--- src/rtl/nibble_pkg.sv ---
package nibble_pkg;
  localparam int NIB_W      = 4;
  localparam int ADDR_W     = 2 * NIB_W;
  localparam int OPC_W      = 8;
  localparam int NUM_AREG   = 4;
  localparam int AIDX_W     = $clog2(NUM_AREG);
  localparam int NUM_SHADOW = 2;

  typedef enum logic [4:0] {
    OP_NOP, OP_LDAC, OP_LDPTR, OP_LDHI, OP_STORE, OP_LOAD,
    OP_XMOR, OP_XINC, OP_XDEC, OP_INC, OP_DEC, OP_ACTOLO,
    OP_LOTOAC, OP_XACHI, OP_XAREG, OP_XHSPARE, OP_XLSPARE
  } opKind_e;

  typedef struct packed {
    logic             exec;
    logic             capture;
    logic             memWe;
    opKind_e          kind;
    logic [NIB_W-1:0] imm;
  } ctrlStrobe_t;

  function automatic opKind_e decodeOp(input logic [OPC_W-1:0] opc);
    opKind_e k;
    casez (opc)
      8'b1100_????: k = OP_LDAC;
      8'b1000_????: k = OP_LDPTR;
      8'b0100_????: k = OP_LDHI;
      8'b0000_0010: k = OP_STORE;
      8'b0010_0001: k = OP_LOAD;
      8'b1010_0???: k = OP_XMOR;
      8'b1111_1110: k = OP_XINC;
      8'b1111_1111: k = OP_XDEC;
      8'b1110_1110: k = OP_INC;
      8'b1110_1111: k = OP_DEC;
      8'b1111_0111: k = OP_ACTOLO;
      8'b1110_1001: k = OP_LOTOAC;
      8'b0010_0011: k = OP_XACHI;
      8'b1110_??00: k = OP_XAREG;
      8'b1111_1?00: k = OP_XHSPARE;
      8'b1111_0?00: k = OP_XLSPARE;
      default:      k = OP_NOP;
    endcase
    return k;
  endfunction

  function automatic logic isMemXch(input opKind_e k);
    return (k == OP_XMOR) || (k == OP_XINC) || (k == OP_XDEC);
  endfunction
endpackage

--- src/rtl/nibble_ctrl.sv ---
module nibble_ctrl
  import nibble_pkg::*;
(
  input  logic             clk,
  input  logic             rstN,
  input  logic             opValid,
  input  logic [OPC_W-1:0] opcode,
  output ctrlStrobe_t      strobe,
  output logic             done
);
  opKind_e          decoded;
  opKind_e          heldKind;
  logic [NIB_W-1:0] heldImm;
  logic             phase2;

  assign decoded = decodeOp(opcode);

  always_comb begin
    strobe = '0;
    done   = 1'b0;
    if (phase2) begin
      strobe.exec  = 1'b1;
      strobe.memWe = 1'b1;
      strobe.kind  = heldKind;
      strobe.imm   = heldImm;
      done         = 1'b1;
    end else if (opValid) begin
      if (isMemXch(decoded)) begin
        strobe.capture = 1'b1;
      end else begin
        strobe.exec  = 1'b1;
        strobe.kind  = decoded;
        strobe.imm   = opcode[NIB_W-1:0];
        strobe.memWe = (decoded == OP_STORE);
        done         = 1'b1;
      end
    end
  end

  always_ff @(posedge clk) begin
    if (!rstN) begin
      phase2   <= 1'b0;
      heldKind <= OP_NOP;
      heldImm  <= '0;
    end else begin
      phase2 <= !phase2 && opValid && isMemXch(decoded);
      if (strobe.capture) begin
        heldKind <= decoded;
        heldImm  <= opcode[NIB_W-1:0];
      end
    end
  end
endmodule

--- src/rtl/nibble_dpath.sv ---
module nibble_dpath
  import nibble_pkg::*;
(
  input  logic              clk,
  input  logic              rstN,
  input  ctrlStrobe_t       strobe,
  input  logic [NIB_W-1:0]  memRdata,
  output logic [ADDR_W-1:0] memAddr,
  output logic [NIB_W-1:0]  memWdata,
  output logic              memWe,
  output logic [NIB_W-1:0]  ac,
  output logic [NIB_W-1:0]  dph,
  output logic [NIB_W-1:0]  dpl,
  output logic              zf
);
  logic [NIB_W-1:0] aReg [NUM_AREG];
  logic [NIB_W-1:0] hReg [NUM_SHADOW];
  logic [NIB_W-1:0] lReg [NUM_SHADOW];
  logic [NIB_W-1:0] fetched;
  logic [NIB_W-1:0] dplUp, dplDown, dphOr;
  logic [AIDX_W-1:0] aIdx;
  logic              sIdx;

  assign memAddr  = {dph, dpl};
  assign memWdata = ac;
  assign memWe    = strobe.memWe;
  assign dplUp    = dpl + NIB_W'(1);
  assign dplDown  = dpl - NIB_W'(1);
  assign dphOr    = dph | {1'b0, strobe.imm[NIB_W-2:0]};
  assign aIdx     = strobe.imm[NIB_W-1 -: AIDX_W];
  assign sIdx     = strobe.imm[2];

  always_ff @(posedge clk) begin
    if (!rstN) begin
      ac      <= '0;
      dph     <= '0;
      dpl     <= '0;
      zf      <= 1'b0;
      fetched <= '0;
      for (int i = 0; i < NUM_AREG; i++)   aReg[i] <= '0;
      for (int i = 0; i < NUM_SHADOW; i++) begin
        hReg[i] <= '0;
        lReg[i] <= '0;
      end
    end else begin
      if (strobe.capture) fetched <= memRdata;
      if (strobe.exec) begin
        case (strobe.kind)
          OP_LDAC:   ac <= strobe.imm;
          OP_LDPTR:  begin dph <= '0; dpl <= strobe.imm; end
          OP_LDHI:   dph <= strobe.imm;
          OP_LOAD:   begin ac <= memRdata; zf <= (memRdata == '0); end
          OP_XMOR:   begin ac <= fetched; dph <= dphOr; zf <= (dphOr == '0); end
          OP_XINC:   begin ac <= fetched; dpl <= dplUp; zf <= (dplUp == '0); end
          OP_XDEC:   begin ac <= fetched; dpl <= dplDown; zf <= (dplDown == '0); end
          OP_INC:    begin dpl <= dplUp; zf <= (dplUp == '0); end
          OP_DEC:    begin dpl <= dplDown; zf <= (dplDown == '0); end
          OP_ACTOLO: dpl <= ac;
          OP_LOTOAC: begin ac <= dpl; zf <= (dpl == '0); end
          OP_XACHI:  begin ac <= dph; dph <= ac; end
          OP_XAREG:  begin ac <= aReg[aIdx]; aReg[aIdx] <= ac; end
          OP_XHSPARE: begin dph <= hReg[sIdx]; hReg[sIdx] <= dph; end
          OP_XLSPARE: begin dpl <= lReg[sIdx]; lReg[sIdx] <= dpl; end
          default: ;
        endcase
      end
    end
  end
endmodule

--- src/rtl/nibble_acc_unit.sv ---
module nibble_acc_unit
  import nibble_pkg::*;
(
  input  logic              clk,
  input  logic              rstN,
  input  logic              opValid,
  input  logic [OPC_W-1:0]  opcode,
  input  logic [NIB_W-1:0]  memRdata,
  output logic [ADDR_W-1:0] memAddr,
  output logic [NIB_W-1:0]  memWdata,
  output logic              memWe,
  output logic [NIB_W-1:0]  acOut,
  output logic [NIB_W-1:0]  dphOut,
  output logic [NIB_W-1:0]  dplOut,
  output logic              zfOut,
  output logic              done
);
  ctrlStrobe_t strobe;

  nibble_ctrl u_ctrl (
    .clk(clk), .rstN(rstN), .opValid(opValid), .opcode(opcode),
    .strobe(strobe), .done(done)
  );

  nibble_dpath u_dpath (
    .clk(clk), .rstN(rstN), .strobe(strobe), .memRdata(memRdata),
    .memAddr(memAddr), .memWdata(memWdata), .memWe(memWe),
    .ac(acOut), .dph(dphOut), .dpl(dplOut), .zf(zfOut)
  );
endmodule

--- config.mk ---
export PLATFORM = sky130hd
export DESIGN_NAME = nibble_acc_unit
export DESIGN_NICKNAME = d
export VERILOG_FILES = /design/src/rtl/nibble_pkg.sv /design/src/rtl/nibble_ctrl.sv /design/src/rtl/nibble_dpath.sv /design/src/rtl/nibble_acc_unit.sv
export SDC_FILE = /design/constraint.sdc
export NUM_CORES = 1
export LEC_CHECK = 0
export BUFFER_PORTS_ARGS = -buffer_cell sky130_fd_sc_hd__buf_2
export CORE_ASPECT_RATIO = 0.75
export CORE_MARGIN = 8
export CORE_UTILIZATION = 50
export DETAILED_ROUTE_END_ITERATION = 10
export MAX_ROUTING_LAYER = met4
export PLACE_DENSITY = 0.76
export SLEW_MARGIN = 5
export SYNTH_ARGS = -nofsm -noshare
export SYNTH_HDL_FRONTEND = slang
export SYNTH_SLANG_ARGS = --single-unit
--- constraint.sdc ---
create_clock -name clk -period 3 [get_ports clk]
set_input_delay 0.45 -clock clk [delete_from_list [all_inputs] [get_ports clk]]
set_output_delay 0.45 -clock clk [all_outputs]
set_load 0.02 [all_outputs]
==> summary.txt, run 1 <==
STA
  – Setup ws final: roughly 160 ps
  – Max Clk Rate: 351.5 MHz
  – Final TNS setup: 0 ps
  – Final setup violation count: 0
  – Unrepaired setup endpoints after global routing: no
  – Final Max Tran Viols: 0
  – Worst slew margin: 47.40%
  – Final min period: 2845 ps
  – Tightest Pin Transition: 786.1 ps
  – Period utilization: 94.83%
  – WHS: approximately 380 ps
  – Clock Skews: 6.815 ps
  – Final hold vios: 0

Setup path
  – Worst setup path end: u_dpath.dpl[1]
  – Worst Setup End Kind: flop
  – Critical R2R Capture: u_dpath.aReg[2][2]
  – Crit-path max cell delay: 390 ps
  – FF-to-FF Start: u_ctrl.phase2
  – Crit path arrival time: 3040 ps
  – Slowest cell on the critical path: or3_1
  – Cell Chain, Critical Path: buf_2, or3_1, buf_4, o22ai_2, a2111oi_4, a221o_4, buf_12, a211oi_2, a221oi_2, a222oi_1, a311oi_1
  – Critical Path RT: 3200 ps
  – Critical path class: in2reg
  – R2r worst-path depth: 8
  – Worst setup SP type: primary input
  – Worst Setup SP: opcode[4]
  – Critical Path Fanout Max: 13
  – R2R setup slack: 340 ps

Status
  – Outcome: complete, no violations

Floorplan
  – Initial Utilization: between 50% and 60%
  – IO Count: 42
  – Core area: 7953 um2
  – Num rows: 28
  – DIE AREA: 11,460 um2
  – Die width: approximately 120 um
  – Die height: 94.75 um

Global route
  – First-pass GRT wire length: 20,870 um
  – Initial antenna violation count: 0
  – Global-route met1 utilization: about a third
  – All-Layer GR Usage: 24.08%
  – Busiest metal layer after global routing: met1
  – Vias in the first global route: 3,880
  – Met3 Use GR: 6.202%
  – Met2 Use GR: roughly 33%
  – Pin count of the biggest net entering global routing: 20
  – GRT Residual Overflow: 0

Power
  – Maximum vdd ir drop: 0.2874 mV
  – Final Total Pwr: approximately 2000 uW
  – Seq pwr share: 45.7%
  – Leak pwr: 0.001989 uW
  – PD cells: 397.6 nW/um2
  – P_sw: 544.3 uW
  – Internal power of the cells: 1443 uW
  – Gate power share: 16.7%
  – Sw Ratio: roughly 27%
  – Clock Power Share: 37.7%

Clock tree
  – CTS tree: done
  – Worst-Skew Late Latency: 340 ps
  – # clock sinks: just under 60
  – H-Tree Level Count: 3
  – Resize count post-CTS: 0
  – Setup Fix Bufs, Post-CTS: 0
  – Cts hold-fix bufs: 0
  – Clock Pin Slew Worst Setup and Hold Paths: 70 ps
  – Clock buffer depth: 2
  – Root Buffer: clkbuf_8
  – CTS Buf Count: 9

Yosys
  – Synth Area per Inst: approximately 9.1 um2
  – Seq/Total Area, Yosys: roughly 36%
  – Synth Flop Type: edfxtp_1
  – Flops & latches, synth: 59
  – Async S/R FF share, synth: 0%
  – Distinct cells, synth: 86
  – Syn. warnings: 0
  – Post-Syn Nets: approximately 470
  – Yosys top cell area share: between 20 and 25%
  – Post-Syn Area: 4134 um2
  – Synth area leader: edfxtp_1
  – Area contributors post-synth: edfxtp_1 23%, dfxtp_1 13%, nand2_1 4.9%
  – Number of synthesized flops with an enable pin: 32
  – Mapped Cells: 453

Placed design
  – Post-DP HPWL: about 10000 um
  – # port buffers: 41
  – Pre-CTS WS: -147.0 ps
  – Placed cell area: 4788 um2
  – GP Congestion: between 0.9 and 1

Layout
  – Reg area: 1501 um2
  – ANT cells: 0
  – Layout cells sized above 1: 28.94%
  – Post-Layout Inst Area: 5000 um2
  – Multi-input gate area: approximately 2400 um2
  – FILL cells: 665
  – Final net count: about 550
  – Area delta synth->final: 20.94%

Run
  – Max Cap Violations: 0

Drt
  – ANT nets after route: 0
  – Number of vias per cell: 6.402
  – First-pass iteration count of the detailed router: 5
  – Routed Wire Length: ~13,000 um
  – Vias: 4,123
  – Iteration-0 DRC Markers: 499
  – Routed len/inst: 20.55 um
  – Remaining DRCs: 0

Worst hold path
  – Hold Path Class: in2reg
-- stage by stage --
step / cells / util, %
2_1_floorplan: 453 / -
3_3_place_gp: 628 / 60.21
3_5_place_dp: 628 / 60.21
4_1_cts: 644 / 62.87
5_1_grt: 644 / 62.87
6_report: 644 / 62.87
-- worst max-delay path, delay by kind of cell --
| kind | cells | cell delay [ps] |
|---|---|---|
| buffers and inverters | 3 | 450 |
| AOI/OAI and AO/OA | 7 | 1740 |
| and+or+nand+nor | 1 | 390 |
-- how the worst min path moves through the flow --
stage / slack, ps / cells after the start / startpoint / end
3_3_place_gp: 440 / 2 / u_ctrl.heldImm[0] / u_ctrl.heldImm[0]
6_report: 380 / 3 / memRdata[1] / u_dpath.fetched[1]
2_1_floorplan: 440 / 2 / u_dpath.fetched[3] / u_dpath.fetched[3]
3_5_place_dp: 450 / 2 / u_ctrl.heldImm[0] / u_ctrl.heldImm[0]
4_1_cts: 370 / 3 / memRdata[1] / u_dpath.fetched[1]
5_1_grt: 380 / 3 / memRdata[1] / u_dpath.fetched[1]
-- cell usage in the layout, fill, tap and decap left out, types with 4 or more instances in the layout --
cell type / count
a211oi_1: 8
a21oi_1: 24
a222oi_1: 5
a31oi_1: 9
a32oi_1: 4
and2_1: 26
and3_1: 4
buf_2: 41
buf_4: 66
clkbuf_8: 13
dfxtp_1: 27
edfxtp_1: 32
ha_1: 5
inv_1: 10
mux2_2: 4
mux2i_1: 9
nand2_1: 54
nand2b_1: 10
nand3_1: 10
nand4_1: 6
nor2_1: 23
nor2b_1: 4
nor3_1: 19
nor4_1: 17
o21ai_0: 8
o21ai_1: 4
o22ai_1: 4
o31ai_1: 5
xnor2_1: 4
-- logic make-up (layout without fill, tap and decap cells) --
kind of cell               count (synthesis)  in the layout  share of synthesized area, %
muxes                                     13             13                         3.269
adders and majority gates                  6              6                         1.755
DFF                                       59             59                         36.32
AOI/OAI and AO/OA                        124            124                         24.91
and+or+nand+nor                          196            196                         26.15
xor gates and xnor gates                   4              4                        0.8474
buffers and inverters                     51            137                         6.749
-- flip-flops by register name (all words and copies together) (netlist names) --
signal / flops
u_ctrl.heldImm: 4
u_ctrl.heldKind: 5
u_ctrl.phase2: 1
u_dpath.aReg: 16
u_dpath.ac: 4
u_dpath.dph: 4
u_dpath.dpl: 4
u_dpath.fetched: 4
u_dpath.hReg: 8
u_dpath.lReg: 8
u_dpath.zf: 1
-- layout make-up --
cell class,instances,share of cell area [%]
multi-input combinational,343,47.07
timing repair buffer,110,15.22
sequential,59,30.03
inverter,11,0.8258
clock buffer,16,4.229
tap,105,2.628
-- Yosys cell counts, drive strengths merged, types with 3 or more instances --
master / number
and3: 5
or4: 3
a222oi: 5
nor2b: 4
a22o: 3
nor2: 23
o22ai: 5
a2111oi: 5
o21ai: 14
nor3: 19
nor4: 19
and2: 26
buf: 31
mux2: 4
nand3: 12
o31ai: 6
a21oi: 26
o32ai: 3
a211oi: 10
a32oi: 4
edfxtp: 32
a311oi: 3
dfxtp: 27
a31oi: 9
or2: 3
a221oi: 5
nand2b: 10
ha: 5
xnor2: 4
mux2i: 9
inv: 10
a21o: 3
nand4: 6
nand2: 56
clkbuf: 9
-- metal layers --
layer / vias up / wire length (um)
met1: 1943 / 5980
met3: 16 / 1650
li1: 1907 / -
met5: - / 0
met4: 0 / 123
met2: 257 / 5478
-- power groups by stage --
stage               clock [uW]  sequential, uW  combinational (uW)
floorplan                    0             918                 201
global placement             0             921                 322
detailed placement           0             923                 325
CTS                        763             906                 326
global route               798             910                 356
finish                     749             908                 332
Power figures use the tool's default switching activity.
==> inputs of run 2 (changes only) <==
--- a/config.mk
+++ b/config.mk
@@ -12,6 +12,7 @@
 export DETAILED_ROUTE_END_ITERATION = 10
 export MAX_ROUTING_LAYER = met4
 export PLACE_DENSITY = 0.76
+export RECOVER_POWER = 25
 export SLEW_MARGIN = 5
 export SYNTH_ARGS = -nofsm -noshare
 export SYNTH_HDL_FRONTEND = slang
==> run 2 against run 1 <==
Register-to-register slack hardly changed. Sequential share of layout area is 0.23 points higher. Via count is 0.12% lower. Core utilization is 0.47 points lower. Cell area is 0.75% lower. Flip-flop and latch count stayed put. Largest power group unchanged. Critical path depth stayed put. Hold slack worse by 1.1 ps. Count of clock-buffer cells in the layout stayed put. Combinational power is 2% lower.
==> summary.txt, run 2 (synthesis gave the netlist of run 1 again) <==
Status
  – Outcome: complete, no violations

Floorplan
  – Initial Utilization: 51.98%
  – Die height: ~95 um
  – DIE AREA: 11,460 um2
  – Core area: around 8000 um2
  – IO Count: 42
  – Die width: 121.0 um
  – Num rows: 28

Drt
  – Met3 WL post-DR: around 1500 um
  – First-pass iteration count of the detailed router: 7
  – Routed len/inst: 20.50 um
  – Number of vias per cell: 6.394
  – ANT nets after route: 0
  – Top routing layer used: met4
  – Remaining DRCs: 0
  – Met1 wire length: 6078 um
  – Routed Wire Length: between 10,000 and 15,000 um
  – Vias: 4,118
  – Iteration-0 DRC Markers: 536
  – Met2 wire len: approximately 5400 um

Global route
  – Initial antenna violation count: 0
  – GRT Residual Overflow: 0
  – Pin count of the biggest net entering global routing: 20
  – Vias in the first global route: about 3,900
  – All-Layer GR Usage: 24.08%
  – First-pass GRT wire length: 20,870 um

Placed design
  – Post-DP HPWL: 9978 um
  – Pre-CTS WS: -147.0 ps
  – # port buffers: 41
  – GP Congestion: approximately 0.95

STA
  – Setup ws final: 125.1 ps
  – Tightest Pin Transition: 805.6 ps
  – Final setup violation count: 0
  – Clock Skews: 8.100 ps
  – Period utilization: 95.83%
  – Final hold vios: 0
  – Final min period: between 2000 and 3000 ps
  – Unrepaired setup endpoints after global routing: no
  – Final Max Tran Viols: 0
  – Worst slew margin: 46.09%
  – Max Clk Rate: around 350 MHz

Clock tree
  – Cts hold-fix bufs: 0
  – CTS tree: done
  – Worst-Skew Late Latency: 340 ps
  – # clock sinks: 59
  – CTS Buf Count: 9
  – Setup Fix Bufs, Post-CTS: 0
  – H-Tree Level Count: 3
  – Resize count post-CTS: 0
  – Clock buffer depth: 2
  – Root Buffer: clkbuf_8
  – Clock Pin Slew Worst Setup and Hold Paths: 70 ps

Power
  – Final Total Pwr: a little under 2000 uW
  – P_sw: ~550 uW
  – PD cells: approximately 400 nW/um2
  – Gate power share: 16.5%
  – Internal power of the cells: 1438 uW
  – Maximum vdd ir drop: 0.2876 mV
  – Leak pwr: 0.001872 uW
  – Clock Power Share: 37.8%
  – Seq pwr share: 45.7%
  – Sw Ratio: 27.49%

Layout
  – Final net count: 554
  – FILL cells: 683
  – Area delta synth->final: 20.04%
  – ANT cells: 0
  – Top reg by flops: u_dpath.aReg
  – Layout cells sized above 1: 23.75%
  – Leading cell type in the layout, fill and taps excluded: buf_4
  – Most frequent cells in the layout: 65 x buf_4, 54 x nand2_1, 32 x edfxtp_1, 30 x clkbuf_1, 27 x dfxtp_1
  – Largest registers: u_dpath.aReg (16), u_dpath.hReg (8), u_dpath.lReg (8)
  – Max reg flops: 16

Setup path
  – Critical Path Fanout Max: 13
  – Critical Path RT: 3200 ps
  – Crit path arrival time: between 3000 and 4000 ps
  – Worst Setup End Kind: flop
  – Worst setup SP type: primary input
  – Critical path class: in2reg
  – R2r worst-path depth: 8
  – R2R setup slack: 340 ps

Run
  – Max Cap Violations: 0

Worst hold path
  – Hold Path Class: in2reg
  – Hold Path Cell Cnt: 3
==> run 2: changes by cell type in the layout (fill, tap and decap cells not counted), sizes merged <==
cell,delta
clkbuf,+28
buf,-28
==> run 2: area by class of cell <==
| type | count | area (um2) | area share (%) |
|---|---|---|---|
| Sequential cell | 59 | 1501 | 30.26 |
| Clock buffer | 16 | 211.5 | 4.261 |
| Timing Repair Buffer | 110 | 723.2 | 14.57 |
| Multi-Input combinational cell | 343 | 2354 | 47.43 |
| Inverter | 11 | 41.29 | 0.8321 |
| Tap cell | 105 | 131.4 | 2.648 |
==> run 2: critical path, cell delays in order <==
cell	delay, ps
clkbuf_1	150
or3_1	420
buf_4	150
o22ai_2	250
a2111oi_4	100
a221o_4	380
buf_12	160
a211oi_2	300
a221oi_2	150
a222oi_1	390
a311oi_1	160
==> run 2: metal layers <==
metal,track usage [%],up-vias
met2,33.13,240
li1,-,1902
met3,6.202,23
met5,-,-
met4,5.078,0
met1,34.34,1953
==> run 2: path summary, 6_finish.rpt <==
check	startpoint	to
max reg2reg	u_ctrl.phase2	u_dpath.aReg[2][2]
min reg2reg	u_ctrl.heldImm[0]	u_ctrl.heldImm[0]
max	opcode[4]	u_dpath.dpl[1]
min	memRdata[1]	u_dpath.fetched[1]
==> run 2: power by group through the flow <==
stage	clock, uW	combinational [uW]	sequential (uW)
after floorplan	0	201	918
after CTS	763	326	906
after global placement	0	322	921
final	749	327	908
after detailed placement	0	325	923
after global routing	798	351	911
==> run 2: metrics by stage <==
step	util (%)	hold slack, ps	TNS, ps	instance area, um2	cells
CTS	62.87	369.2	0	5000	644
global placement	60.21	443.9	-311.5	4788	628
finish	62.40	383.7	0	4962	644
global route	62.40	380.1	0	4962	644
floorplan	-	436.1	0	4134	453
detailed placement	60.21	454.1	-439.3	4788	628
